File: config.mk
export PLATFORM = sky130hd
export DESIGN_NAME = simd_addsub
export DESIGN_NICKNAME = d
export VERILOG_FILES = /design/src/rtl/simd_addsub_pkg.sv /design/src/rtl/simd_sat_lane.sv /design/src/rtl/simd_half_lane.sv /design/src/rtl/simd_addsub.sv
export SDC_FILE = /design/constraint.sdc
export NUM_CORES = 1
export LEC_CHECK = 0
export ABC_CLOCK_PERIOD_IN_PS = 10300
export BUFFER_PORTS_ARGS = -buffer_cell sky130_fd_sc_hd__buf_2
export CORE_ASPECT_RATIO = 0.9
export CORE_MARGIN = 10
export CORE_UTILIZATION = 65
export CTS_BUF_LIST = sky130_fd_sc_hd__clkbuf_16
export DETAILED_ROUTE_END_ITERATION = 10
export PLACE_DENSITY = 0.9
export RECOVER_POWER = 50
export SYNTH_ARGS = -nofsm -noshare
export SYNTH_HDL_FRONTEND = slang
export SYNTH_SLANG_ARGS = --single-unit
File: constraint.sdc
create_clock -name clk -period 10.3 [get_ports clk]
set_input_delay 1.545 -clock clk [delete_from_list [all_inputs] [get_ports clk]]
set_output_delay 1.545 -clock clk [all_outputs]
set_load 0.02 [all_outputs]
File: src/rtl/simd_addsub_pkg.sv
// Package: shared lane-format encoding and derived widths for the packed
// SIMD add/subtract unit. Assumes a 32-bit word split into 16- and 8-bit lanes.
package simd_addsub_pkg;
    typedef enum logic [1:0] {
        FMT_U16_SAT  = 2'd0,
        FMT_U8_HALF  = 2'd1,
        FMT_S16_HALF = 2'd2,
        FMT_S32_HALF = 2'd3
    } lane_fmt_e;
endpackage

File: src/rtl/simd_sat_lane.sv
// Unsigned saturating add/subtract lane of parameterised width.
// Reports carry-out (add) or borrow (sub) independently of saturation.
// Assumes unsigned operands; purely combinational.
module simd_sat_lane #(
    parameter int W = 16
) (
    input  logic [W-1:0] a,
    input  logic [W-1:0] b,
    input  logic         sub,
    input  logic         sat,
    output logic [W-1:0] y,
    output logic         ovf
);
    logic [W:0] sum_ext;
    logic [W:0] dif_ext;

    // Form the widened sum and difference, then select, flag and clamp.
    always_comb begin
        sum_ext = {1'b0, a} + {1'b0, b};
        dif_ext = {1'b0, a} - {1'b0, b};
        if (!sub) begin
            ovf = sum_ext[W];
            y   = (ovf && sat) ? {W{1'b1}} : sum_ext[W-1:0];
        end else begin
            ovf = (a < b);
            y   = (ovf && sat) ? {W{1'b0}} : dif_ext[W-1:0];
        end
    end
endmodule

File: src/rtl/simd_half_lane.sv
// Halving add/subtract lane: forms the exact sum or difference in W+2 bits
// (sign- or zero-extended per SIGNED), adds the round bit, drops bit 0.
// Assumes the W+2 width cannot overflow, which holds for any W.
module simd_half_lane #(
    parameter int W      = 8,
    parameter bit SIGNED = 1'b0
) (
    input  logic [W-1:0] a,
    input  logic [W-1:0] b,
    input  logic         sub,
    input  logic         rnd,
    output logic [W-1:0] y
);
    localparam int EW = W + 2;

    logic [EW-1:0] a_ext;
    logic [EW-1:0] b_ext;
    logic [EW-1:0] full;

    // Extend the operands according to the lane signedness.
    always_comb begin
        if (SIGNED) begin
            a_ext = {{2{a[W-1]}}, a};
            b_ext = {{2{b[W-1]}}, b};
        end else begin
            a_ext = {2'b00, a};
            b_ext = {2'b00, b};
        end
    end

    // Exact result plus rounding; the halved lane is the window above bit 0.
    always_comb begin
        full = (sub ? (a_ext - b_ext) : (a_ext + b_ext)) + {{(EW-1){1'b0}}, rnd};
        y    = full[W:1];
    end
endmodule

File: src/rtl/simd_addsub.sv
// Packed SIMD add/subtract unit, top level.
// Computes all four lane formats in parallel, selects one by fmt, and
// registers the result, a valid pulse and a sticky overflow flag.
// Assumes WORD_W is a multiple of 16; synchronous active-low reset.
module simd_addsub
    import simd_addsub_pkg::*;
#(
    parameter int WORD_W = 32,
    parameter int HALF_W = 16,
    parameter int BYTE_W = 8
) (
    input  logic              clk,
    input  logic              rst_n,
    input  logic              in_valid,
    input  logic [WORD_W-1:0] opa,
    input  logic [WORD_W-1:0] opb,
    input  logic [1:0]        fmt,
    input  logic              sub,
    input  logic              sat_rnd,
    input  logic              ovf_clr,
    output logic              out_valid,
    output logic [WORD_W-1:0] result,
    output logic              ovf_flag
);
    localparam int N_HALF = WORD_W / HALF_W;
    localparam int N_BYTE = WORD_W / BYTE_W;

    logic [WORD_W-1:0] u16_y;
    logic [N_HALF-1:0] u16_ovf;
    logic [WORD_W-1:0] u8_y;
    logic [WORD_W-1:0] s16_y;
    logic [WORD_W-1:0] s32_y;
    logic [WORD_W-1:0] sel_y;
    logic              ovf_now;

    // Unsigned saturating halfword lanes.
    for (genvar i = 0; i < N_HALF; i++) begin : g_u16
        simd_sat_lane #(.W(HALF_W)) u_lane (
            .a   (opa[i*HALF_W +: HALF_W]),
            .b   (opb[i*HALF_W +: HALF_W]),
            .sub (sub),
            .sat (sat_rnd),
            .y   (u16_y[i*HALF_W +: HALF_W]),
            .ovf (u16_ovf[i])
        );
    end

    // Unsigned halving byte lanes.
    for (genvar i = 0; i < N_BYTE; i++) begin : g_u8
        simd_half_lane #(.W(BYTE_W), .SIGNED(1'b0)) u_lane (
            .a   (opa[i*BYTE_W +: BYTE_W]),
            .b   (opb[i*BYTE_W +: BYTE_W]),
            .sub (sub),
            .rnd (sat_rnd),
            .y   (u8_y[i*BYTE_W +: BYTE_W])
        );
    end

    // Signed halving halfword lanes.
    for (genvar i = 0; i < N_HALF; i++) begin : g_s16
        simd_half_lane #(.W(HALF_W), .SIGNED(1'b1)) u_lane (
            .a   (opa[i*HALF_W +: HALF_W]),
            .b   (opb[i*HALF_W +: HALF_W]),
            .sub (sub),
            .rnd (sat_rnd),
            .y   (s16_y[i*HALF_W +: HALF_W])
        );
    end

    // Signed halving full-word lane.
    simd_half_lane #(.W(WORD_W), .SIGNED(1'b1)) u_s32 (
        .a   (opa),
        .b   (opb),
        .sub (sub),
        .rnd (sat_rnd),
        .y   (s32_y)
    );

    // Pick the lane set named by fmt; only the saturating format can overflow.
    always_comb begin
        unique case (lane_fmt_e'(fmt))
            FMT_U16_SAT:  sel_y = u16_y;
            FMT_U8_HALF:  sel_y = u8_y;
            FMT_S16_HALF: sel_y = s16_y;
            default:      sel_y = s32_y;
        endcase
        ovf_now = (lane_fmt_e'(fmt) == FMT_U16_SAT) && (|u16_ovf);
    end

    // Output register: valid pulse and result captured on an accepted input.
    always_ff @(posedge clk) begin
        if (!rst_n) begin
            out_valid <= 1'b0;
            result    <= '0;
        end else begin
            out_valid <= in_valid;
            if (in_valid) begin
                result <= sel_y;
            end
        end
    end

    // Sticky overflow flag: a new overflow outranks a same-cycle clear.
    always_ff @(posedge clk) begin
        if (!rst_n) begin
            ovf_flag <= 1'b0;
        end else if (in_valid && ovf_now) begin
            ovf_flag <= 1'b1;
        end else if (ovf_clr) begin
            ovf_flag <= 1'b0;
        end
    end
endmodule

==> Implementation_results.wiki <==
{| class="wikitable"
! Metric !! Value
|-
| Sequential power share || 12.6%
|-
| GRT Util Overall || between 30% and 40%
|-
| Final Hold Vio Count || 0
|-
| Post-synth top flop || sky130_fd_sc_hd__dfxtp_1
|-
| Sw Ratio || around 52%
|-
| Number of clock sinks || 34
|-
| Total die area || between 20,000 and 25,000 µm²
|-
| Sum of internal, switching and leakage power || 1240 µW
|-
| Synthesis-to-finish area growth || 6.28%
|-
| Switching power || ~650 µW
|-
| Synthesis warning total || 0
|-
| Max_cap viols || 1
|-
| Root Driver || sky130_fd_sc_hd__clkbuf_16
|-
| Synthesized netlist cell count || 1,495
|-
| CP Max Fanout || 72
|-
| Overall die height || approximately 140 µm
|-
| Arrival time at the worst endpoint || 6.91 ns
|-
| Final number of setup-violating endpoints || 0
|-
| Number of different library cells in the post-synthesis netlist || 86
|-
| Status || finished with violations
|-
| Part of the power in combinational logic || 74.9%
|-
| DRC errors left || 0
|-
| Async set-reset flop share out of synthesis || 0%
|-
| Chip width || ~150 µm
|-
| Share of layout cells above drive strength 1 || approximately 7.7%
|-
| Maximum number of pins on one net before global-route repair || 73
|-
| Simple-gate share of the synthesized area || a little over a fifth
|-
| Post-synthesis sequential area ratio || 6.45%
|-
| Via count || between 10,000 and 15,000
|-
| Initial antenna violation count || 0
|-
| Count of port buffers added during placement || 105
|-
| Post-route minimum period || between 6 and 7 ns
|-
| Main combinational cell family by area after synthesis || compound AO/OA/AOI/OAI gates
|-
| Worst hold-check slack || roughly 0.48 ns
|-
| Max-slew violation count || 52
|-
| Nature of the critical path startpoint || input port
|-
| Number of nets produced by synthesis || about 1,700
|-
| Headroom to the max-slew limit || -48.6%
|-
| Boundary pin count || ~110
|-
| Number of buffers created by CTS || 5
|-
| Crit share post-route || roughly 65%
|-
| Area fraction in compound gates after synthesis || a little under a third
|-
| Number of global-route vias before repair || around 11,000
|-
| Number of gates resized after CTS || 0
|-
| Area share of xor/xnor cells in the synthesized design || about 17%
|-
| Endpoint class of the critical path || flop
|-
| Power density normalized to cell area || 110 nW/µm²
|-
| Number of buffers inserted by post-CTS setup repair || 0
|-
| Required @ worst endpoint || around 10 ns
|-
| Antenna-violating nets left || 0
|-
| Clock tree from TritonCTS || built
|-
| Peak VDD IR || around 84 µV
|-
| Class of the tightest hold or removal check || flop to flop
|-
| Detailed Routing Iterations Pass 1 || 5
|-
| Worst setup margin || 3.57 ns
|-
| Via density || 6.65
|-
| Clock latency on the worst-skew pair || around 0.30 ns
|-
| Detailed Route WL || 36.9 mm
|-
| Detail Placement HPWL || about 30 mm
|-
| CTS H-Tree Depth || 2
|-
| First-pass GRT wire length || 58.0 mm
|-
| Starting density of the core || between 60% and 70%
|-
| DR WL/cell || 21.0 µm
|-
| Multiplexer share of the synthesized area || less than 1%
|-
| Layout Nets || between 1,500 and 2,000
|-
| Weighted congestion reported at the end of routability-driven placement || 1.01
|-
| # fillers || roughly 1,400
|-
| Transition time of the tightest slew-check pin || between 2 and 2.5 ns
|-
| Total gr overflow || 0
|-
| Total of hold buffers inserted after clock tree synthesis || 0
|-
| Longest Clk Path Bufs || 2
|-
| Achievable clock frequency || roughly 0.15 GHz
|-
| Adder-Cell Fraction of Synth Area || between 15 and 20%
|-
| Site row count || 44
|-
| Pint || between 500 and 600 µW
|-
| Number of storage elements in the synthesis netlist || 34
|-
| Worst-case setup slack after placement || ~3.3 ns
|-
| Total negative slack for setup checks || 0 ns
|-
| Setup repair after global routing missed its margin || no
|-
| Number of flops mapped to enable cells by yosys || 0
|-
| Antenna fix cells || 0
|-
| Setup Crit Path Kind || input port to flop
|-
| DRC violation total after the first TritonRoute iteration || between 1,000 and 1,500
|-
| Netlist Area Pre-Place || 10,600 µm²
|-
| Standard cell core area || about 16,000 µm²
|-
| P_leak || between 0.004 and 0.005 µW
|-
| Clock-pin slew on the worst setup and hold paths || around 0.06 ns
|-
| Mean area per synthesized cell || 7.06 µm²
|-
| Violations in the final reports || max-capacitance violations, max-slew violations
|-
| Layout Skew || 0 ns
|-
| Clock network fraction of total power || between 10% and 20%
|}
[worst max-delay path, cell delays in order]
cell	delay, ns
sky130_fd_sc_hd__buf_2	0.35
sky130_fd_sc_hd__buf_4	0.66
sky130_fd_sc_hd__a31o_2	0.29
sky130_fd_sc_hd__o21ai_0	0.13
sky130_fd_sc_hd__xnor2_1	0.15
sky130_fd_sc_hd__ha_1	0.38
sky130_fd_sc_hd__a21oi_1	0.31
sky130_fd_sc_hd__o211ai_1	0.18
sky130_fd_sc_hd__or4b_1	0.58
sky130_fd_sc_hd__a311oi_2	0.39
sky130_fd_sc_hd__xor2_1	0.12
sky130_fd_sc_hd__nor4_1	0.44
sky130_fd_sc_hd__nand4_1	0.31
sky130_fd_sc_hd__or4_4	0.59
sky130_fd_sc_hd__o21bai_1	0.15
sky130_fd_sc_hd__a21oi_1	0.08
sky130_fd_sc_hd__o221a_1	0.25
[power groups by stage]
stage	registers (µW)	logic (µW)	clock network, µW
2_1_floorplan	176	648	0
3_3_place_gp	157	879	0
3_5_place_dp	158	894	0
4_1_cts	155	899	153
5_1_grt	157	1000	158
6_report	155	925	155
[synthesized netlist by cell type, types with 17 or more instances]
library cell,n,area [µm²]
sky130_fd_sc_hd__xnor2_1,153,1340
sky130_fd_sc_hd__a21oi_1,141,706
sky130_fd_sc_hd__ha_1,134,1680
sky130_fd_sc_hd__nor2_1,132,495
sky130_fd_sc_hd__o21ai_0,102,510
sky130_fd_sc_hd__inv_1,93,349
sky130_fd_sc_hd__nand2_1,82,308
sky130_fd_sc_hd__clkbuf_1,58,218
sky130_fd_sc_hd__nor3_1,47,235
sky130_fd_sc_hd__xor2_1,46,403
sky130_fd_sc_hd__nand3_1,40,200
sky130_fd_sc_hd__dfxtp_1,34,681
sky130_fd_sc_hd__nor2b_1,29,181
sky130_fd_sc_hd__a21o_1,28,210
sky130_fd_sc_hd__o21a_1,27,203
sky130_fd_sc_hd__a31oi_1,23,144
sky130_fd_sc_hd__and3_1,17,106
[path summary, 6_finish.rpt]
path                                  from          to  slack (ns)  depth (start not counted)
worst max register to register  result[31]  result[31]        8.59                          5
worst min-delay path             result[5]   result[5]        0.48                          2
worst min register to register   result[5]   result[5]        0.48                          2
worst max-delay path                   sub  result[29]        3.57                         17
[sequential cells by signal, indices dropped and copies added, names as in the netlist]
| name | flops |
|---|---|
| out_valid | 1 |
| result | 32 |
| ovf_flag | 1 |
[cell usage in the layout, fill, tap and decap left out, types with 6 or more instances in the layout]
cell                        Yosys  final
sky130_fd_sc_hd__nand4_1       16     16
sky130_fd_sc_hd__and4_1         7      7
sky130_fd_sc_hd__or3_1         12     12
sky130_fd_sc_hd__a21oi_1      141    141
sky130_fd_sc_hd__o21bai_1      13     13
sky130_fd_sc_hd__nand2_1       82     82
sky130_fd_sc_hd__a221oi_1      12     12
sky130_fd_sc_hd__ha_1         134    134
sky130_fd_sc_hd__o2111ai_1      6      6
sky130_fd_sc_hd__mux2i_1        6      6
sky130_fd_sc_hd__nand2b_1      15     15
sky130_fd_sc_hd__buf_2          3     72
sky130_fd_sc_hd__o211ai_1      11     11
sky130_fd_sc_hd__o221ai_1       6      6
sky130_fd_sc_hd__o21ai_0      102    102
sky130_fd_sc_hd__nor2_1       132    132
sky130_fd_sc_hd__fa_1           8      8
sky130_fd_sc_hd__o21a_1        27     27
sky130_fd_sc_hd__a21boi_0       7      7
sky130_fd_sc_hd__a22oi_1        7      7
sky130_fd_sc_hd__and3_1        17     17
sky130_fd_sc_hd__o31a_1         7      7
sky130_fd_sc_hd__dfxtp_1       34     34
sky130_fd_sc_hd__a211oi_1      14     14
sky130_fd_sc_hd__inv_1         93     93
sky130_fd_sc_hd__nor3_1        47     47
sky130_fd_sc_hd__or2_2          7      7
sky130_fd_sc_hd__o31ai_1       12     12
sky130_fd_sc_hd__a31oi_1       23     23
sky130_fd_sc_hd__xor2_1        46     46
sky130_fd_sc_hd__a21o_1        28     28
sky130_fd_sc_hd__clkbuf_1      58     34
sky130_fd_sc_hd__nand3_1       40     40
sky130_fd_sc_hd__o21ai_1        6      6
sky130_fd_sc_hd__and2_1        10     10
sky130_fd_sc_hd__nor2b_1       29     29
sky130_fd_sc_hd__xnor2_1      153    153
[logic make-up (layout without fill, tap and decap cells)]
kind of cell | after synthesis | after routing
adders and majority gates | 144 | 144
AOI/OAI and AO/OA | 498 | 498
xor gates and xnor gates | 199 | 199
muxes | 10 | 10
and+or+nand+nor | 450 | 450
DFF | 34 | 34
buffers and inverters | 160 | 211
[through the flow]
stage | util, % | instance area (µm²) | std cells
2_1_floorplan | - | 10600 | 1495
3_3_place_gp | 69.4 | 11100 | 1745
3_5_place_dp | 69.4 | 11100 | 1745
4_1_cts | 70.3 | 11300 | 1753
5_1_grt | 70.0 | 11200 | 1753
6_report | 70.0 | 11200 | 1753
[cell type report]
| type | count | area, µm² | share of cell area, % |
|---|---|---|---|
| clock buffers | 5 | 125 | 1.12 |
| clock inverters | 3 | 16.3 | 0.145 |
| inverters | 93 | 349 | 3.11 |
| multi-input cells | 1301 | 9270 | 82.6 |
| flip-flops and latches | 34 | 681 | 6.07 |
| well taps | 207 | 259 | 2.31 |
| repair buffers | 110 | 518 | 4.62 |
[layer usage]
| metal | share of wire (%) | track usage, % |
|---|---|---|
| met1 | 44 | 46.3 |
| met4 | 1.5 | 5.41 |
| met3 | 15 | 11.9 |
| met2 | 40 | 45.5 |
| met5 | 0 | 0 |
Power figures use the tool's default switching activity.
